$ cat config.mk
export PLATFORM = sky130hd
export DESIGN_NAME = nvport_front
export DESIGN_NICKNAME = d
export VERILOG_FILES = /design/src/rtl/nvport_pkg.sv /design/src/rtl/nvport_ctrl.sv /design/src/rtl/nvport_dpath.sv /design/src/rtl/nvport_front.sv
export SDC_FILE = /design/constraint.sdc
export NUM_CORES = 1
export LEC_CHECK = 0
export BUFFER_PORTS_ARGS = -buffer_cell sky130_fd_sc_hd__buf_4
export CAP_MARGIN = 30
export CORE_UTILIZATION = 43
export DETAILED_ROUTE_END_ITERATION = 10
export PLACE_DENSITY = 0.78
export SYNTH_ARGS = -nofsm -noshare
export SYNTH_HDL_FRONTEND = slang
export SYNTH_SLANG_ARGS = --single-unit
$ cat constraint.sdc
create_clock -name clk -period 1.58 [get_ports clk]
set_input_delay 0.474 -clock clk [delete_from_list [all_inputs] [get_ports clk]]
set_output_delay 0.474 -clock clk [all_outputs]
set_load 0.1 [all_outputs]
$ cat src/rtl/nvport_pkg.sv
package nvport_pkg;
  // strobes from control to datapath
  typedef struct packed {
    logic ldLo;     // replace pointer low byte
    logic ldHi;     // replace pointer high byte
    logic clrAddr;  // return pointer to zero
    logic memWr;    // forward write to memory
    logic rdCap;    // capture a read result
    logic rdPass;   // read result comes from memory
  } ctrlStb_t;
endpackage

$ cat src/rtl/nvport_ctrl.sv
module nvport_ctrl
  import nvport_pkg::*;
#(
  parameter int ADDR_W    = 16,
  parameter int MEM_SIZE  = 8192,
  parameter int LOCK_BASE = 32,
  parameter int LOCK_SPAN = 16,
  parameter int NUM_LOCKS = 2
) (
  input  logic                 clk,
  input  logic                 rstN,
  input  logic [1:0]           portOfs,
  input  logic                 portWr,
  input  logic                 portRd,
  input  logic [NUM_LOCKS-1:0] lockToggle,
  input  logic [ADDR_W-1:0]    addr,
  output logic [NUM_LOCKS-1:0] lockState,
  output ctrlStb_t             stb
);
  localparam logic [1:0] OFS_LO   = 2'd0;
  localparam logic [1:0] OFS_HI   = 2'd1;
  localparam logic [1:0] OFS_DATA = 2'd3;

  logic [NUM_LOCKS-1:0] lockQ;
  logic [NUM_LOCKS-1:0] lockHit;
  logic [31:0]          addrWide;
  logic                 inRange;
  logic                 allowed;

  assign addrWide = 32'(addr);
  assign inRange  = addrWide < 32'(MEM_SIZE);

  for (genvar i = 0; i < NUM_LOCKS; i++) begin : g_lock
    localparam int WIN_LO = LOCK_BASE + i * LOCK_SPAN;
    assign lockHit[i] = lockQ[i] && (addrWide >= 32'(WIN_LO)) &&
                        (addrWide < 32'(WIN_LO + LOCK_SPAN));
  end

  assign allowed = inRange && (lockHit == '0);

  always_ff @(posedge clk) begin
    if (!rstN) lockQ <= '0;
    else       lockQ <= lockQ ^ lockToggle;
  end

  assign lockState = lockQ;

  always_comb begin
    stb         = '0;
    stb.ldLo    = portWr && (portOfs == OFS_LO);
    stb.ldHi    = portWr && (portOfs == OFS_HI);
    stb.clrAddr = portWr && (portOfs == OFS_DATA);
    stb.memWr   = stb.clrAddr && allowed;
    stb.rdCap   = portRd;
    stb.rdPass  = portRd && (portOfs == OFS_DATA) && allowed;
  end
endmodule

$ cat src/rtl/nvport_dpath.sv
module nvport_dpath
  import nvport_pkg::*;
#(
  parameter int ADDR_W = 16,
  parameter int DATA_W = 8
) (
  input  logic              clk,
  input  logic              rstN,
  input  ctrlStb_t          stb,
  input  logic [DATA_W-1:0] portWrData,
  input  logic [DATA_W-1:0] memRdData,
  output logic [ADDR_W-1:0] addr,
  output logic [DATA_W-1:0] portRdData,
  output logic              memWrEn,
  output logic [DATA_W-1:0] memWrData,
  output logic              memRdEn
);
  localparam int HI_W = ADDR_W - DATA_W;

  logic [ADDR_W-1:0] addrQ;
  logic [DATA_W-1:0] rdQ;

  always_ff @(posedge clk) begin
    if (!rstN) begin
      addrQ <= '0;
    end else if (stb.clrAddr) begin
      addrQ <= '0;
    end else if (stb.ldLo) begin
      addrQ[DATA_W-1:0] <= portWrData;
    end else if (stb.ldHi) begin
      addrQ[ADDR_W-1:DATA_W] <= portWrData[HI_W-1:0];
    end
  end

  always_ff @(posedge clk) begin
    if (!rstN)          rdQ <= '1;
    else if (stb.rdCap) rdQ <= stb.rdPass ? memRdData : '1;
  end

  assign addr       = addrQ;
  assign portRdData = rdQ;
  assign memWrEn    = stb.memWr;
  assign memWrData  = portWrData;
  assign memRdEn    = stb.rdPass;
endmodule

$ cat src/rtl/nvport_front.sv
module nvport_front
  import nvport_pkg::*;
#(
  parameter int ADDR_W    = 16,
  parameter int DATA_W    = 8,
  parameter int MEM_SIZE  = 8192,
  parameter int LOCK_BASE = 32,
  parameter int LOCK_SPAN = 16,
  parameter int NUM_LOCKS = 2
) (
  input  logic                 clk,
  input  logic                 rstN,
  input  logic [1:0]           portOfs,
  input  logic                 portWr,
  input  logic                 portRd,
  input  logic [DATA_W-1:0]    portWrData,
  output logic [DATA_W-1:0]    portRdData,
  input  logic [NUM_LOCKS-1:0] lockToggle,
  output logic [ADDR_W-1:0]    memAddr,
  output logic                 memWrEn,
  output logic [DATA_W-1:0]    memWrData,
  output logic                 memRdEn,
  input  logic [DATA_W-1:0]    memRdData
);
  ctrlStb_t             stb;
  logic [NUM_LOCKS-1:0] lockState;

  nvport_ctrl #(
    .ADDR_W(ADDR_W), .MEM_SIZE(MEM_SIZE), .LOCK_BASE(LOCK_BASE),
    .LOCK_SPAN(LOCK_SPAN), .NUM_LOCKS(NUM_LOCKS)
  ) u_ctrl (
    .clk(clk), .rstN(rstN), .portOfs(portOfs), .portWr(portWr),
    .portRd(portRd), .lockToggle(lockToggle), .addr(memAddr),
    .lockState(lockState), .stb(stb)
  );

  nvport_dpath #(.ADDR_W(ADDR_W), .DATA_W(DATA_W)) u_dpath (
    .clk(clk), .rstN(rstN), .stb(stb), .portWrData(portWrData),
    .memRdData(memRdData), .addr(memAddr), .portRdData(portRdData),
    .memWrEn(memWrEn), .memWrData(memWrData), .memRdEn(memRdEn)
  );
endmodule

==> impl_metrics.yaml <==
status:
  status: "finished with violations"
  violations: "negative setup slack"
hold_path:
  hp-start: "memRdData[6]"
  min_path_type: "in -> reg"
  min_to: "u_dpath.portRdData[6]"
  hold_depth: 2
detailed_routing:
  vias: 1051
  wire_per_inst_um: 14.5
  drt_first_pass_iters: 4
  ant_nets: 0
  remaining_drc_errors: 0
  drt_iter0_markers: 9
  wirelength_mm: 2.99
  viasPerCell: 5.10
logic_synthesis:
  ys_types: 24
  synth_area_per_cell_sq_um: 9.85
  synth_seq_area_share_pct: 48.9
  syn_inst: 108
  ys_warn_count: 0
  synth_seq_cells: 26
  synth_area_sq_mm: 0.00106
  syn-num-nets: 132
sta:
  setup_viol: 2
  fmax_mhz: 497
  finalCritPeriodShare_pct: 127
  timing_hold_violations_final: 0
  drv_slew: 0
  skew_ns: 0.00199
  max_slew_margin_pct: 80.4
  period_needed_ns: 2.01
  worst_slew_pin_slew_ns: 0.293
  final.setup.worst_slack_ns: -0.432
  rsz0062_at_grt: "true"
floorplanning:
  coreArea_sq_mm: 0.00228
  die_h_um: 51.7
  initial_core_util_pct: 46.7
  fp-row-count: 17
  die_area_sq_mm: 0.00268
  ios: 58
  die_width_um: 51.7
worst_setup_path:
  critPathCaptureType: "output port"
  rrSetupSlack_ns: 0.02
  cp_max_fo: 2
  reg2reg_depth: 4
  crit_path_start_kind: "register"
  crit_arrival_ns: 1.54
  critical_path_class: "reg -> out"
  reg2reg_to: "u_dpath.portRdData[0]"
  r2r-start: "u_dpath.addr[15]"
  required_ns: 1.11
placement:
  portBuffers: 57
  place_area_sq_mm: 0.00166
  dp_hpwl_mm: 2.20
  place_ws_ns: -0.290
  gp_congestion: 0.729
  dp_cells: 202
job:
  maxCapViolations: 0
pwr:
  total_power_mw: 1.50
  vdd_drop_max_mv: 0.705
  p_leak_nw: 0.852
  p_per_area_mw_per_mm2: 833
cells_and_area:
  final_cell_mix: "68 x buf_4, 20 x nor2_1, 16 x mux2i_1"
  n_fill_cell: 135
  antenna_cells: 0
  layout.nets: 203
  area_growth_pct: 68.9
  drive_above_1_share_pct: 59.0
  final_common_cell: "buf_4"
  layout.cells.non_filler: 206
  post-route-util_pct: 78.9
  stdcell_area_sq_mm: 0.00180
clock_tree:
  insertion_delay_ns: 0.32
  h-tree-depth: 1
  clock_sinks: 26
  cts_tree: "yes"
  cts_made_buffers: 3
  cts_buffer_depth: 2
  cts-root-buf: "clkbuf_4"
  clkSlewWorstSetupHoldPaths_ns: 0.13
  hold_buffers: 0
global_route:
  grt_pass1_wl_mm: 4.60
  antenna_found_initial: 0
  grt_usage_pct: 23.7
  grt_max_degree: 17
  grt_pass1_vias: 1068
  overflow: 0
==> cells in the mapped netlist, drive strengths merged <==
library cell | n | area (sq um)
nor3 | 4 | 20.0
clkbuf | 1 | 3.75
or2 | 1 | 8.76
and2 | 2 | 12.5
nand3b | 1 | 7.51
nand3 | 2 | 10.0
and3 | 3 | 18.8
nand4 | 1 | 12.5
buf | 12 | 78.8
nor4b | 1 | 8.76
a21oi | 4 | 20.0
or3 | 1 | 6.26
nand2 | 2 | 7.51
xor2 | 2 | 17.5
dfxtp | 26 | 521
o32a | 4 | 40.0
mux2 | 1 | 11.3
nor3b | 1 | 7.51
nand2b | 1 | 6.26
nor2 | 21 | 78.8
mux2i | 16 | 160
nor4 | 1 | 6.26
==> per-layer routing <==
metal  track usage, %  part of all wire (%)  wire, um  vias to the layer above
li1                 -                     -         -                      506
met1             23.9                    37      1120                      479
met2             46.3                    53      1580                       57
met3             4.97                   6.6       199                        9
met4             9.46                   3.0        91                        0
met5                0                     0         0                        -
==> worst max-delay path by stage <==
stage               slack [ns]        startpoint  cells after the start       to
floorplan                -0.31  u_dpath.addr[15]                      4  memRdEn
global placement         -0.18  u_dpath.addr[15]                      4  memWrEn
detailed placement       -0.29  u_dpath.addr[11]                      4  memWrEn
CTS                      -0.44  u_dpath.addr[13]                      4  memWrEn
global route             -0.48  u_dpath.addr[15]                      4  memWrEn
finish                   -0.43  u_dpath.addr[15]                      4  memWrEn
==> state kept, by name, summed over array words and instances, names as in the netlist <==
name                flops
u_ctrl.lockState        2
u_dpath.addr           16
u_dpath.portRdData      8
==> kinds of logic after synthesis <==
kind of cell,count (synthesis),synth area share (%)
compound gates,8,5.65
xor+xnor,2,1.65
buf+inv,13,7.76
flops,26,48.9
mux,17,16.1
simple gates,42,19.9
==> critical path, stage by stage (launching register included) <==
cell and delay [ns]:
dfxtp_4 0.36, or3_4 0.40, nor2_4 0.09, and3_4 0.20
buf_12 0.17
==> power by group <==
group | total [mW] | internal (mW) | switching [mW] | leakage (nW)
Sequential | 0.689 | 0.673 | 0.0155 | 0.219
Clock | 0.333 | 0.141 | 0.191 | 0.0210
Combinational | 0.475 | 0.159 | 0.316 | 0.612
==> layout make-up <==
class,count,area (sq um),share of cell area [%]
clock buffer,4,36.3,2.02
multi-input combinational,69,526,29.2
sequential,26,548,30.5
tap,28,35.0,1.95
timing repair buffer,79,652,36.3
==> per-stage QoR <==
step / hold slack (ns) / setup TNS (ns)
final: 0.385 / -0.863
after global routing: 0.382 / -0.962
after CTS: 0.382 / -0.877
after detailed placement: 0.474 / -0.597
after global placement: 0.460 / -0.361
after floorplan: 0.560 / -0.680
==> repair_timing <==
action,in CTS,in global routing
buffers inserted,0,0
resized for setup,13,8
endpoints found under the setup margin,6,10
pin swaps,4,4
Note: power is estimated with default switching activity, not from simulation.
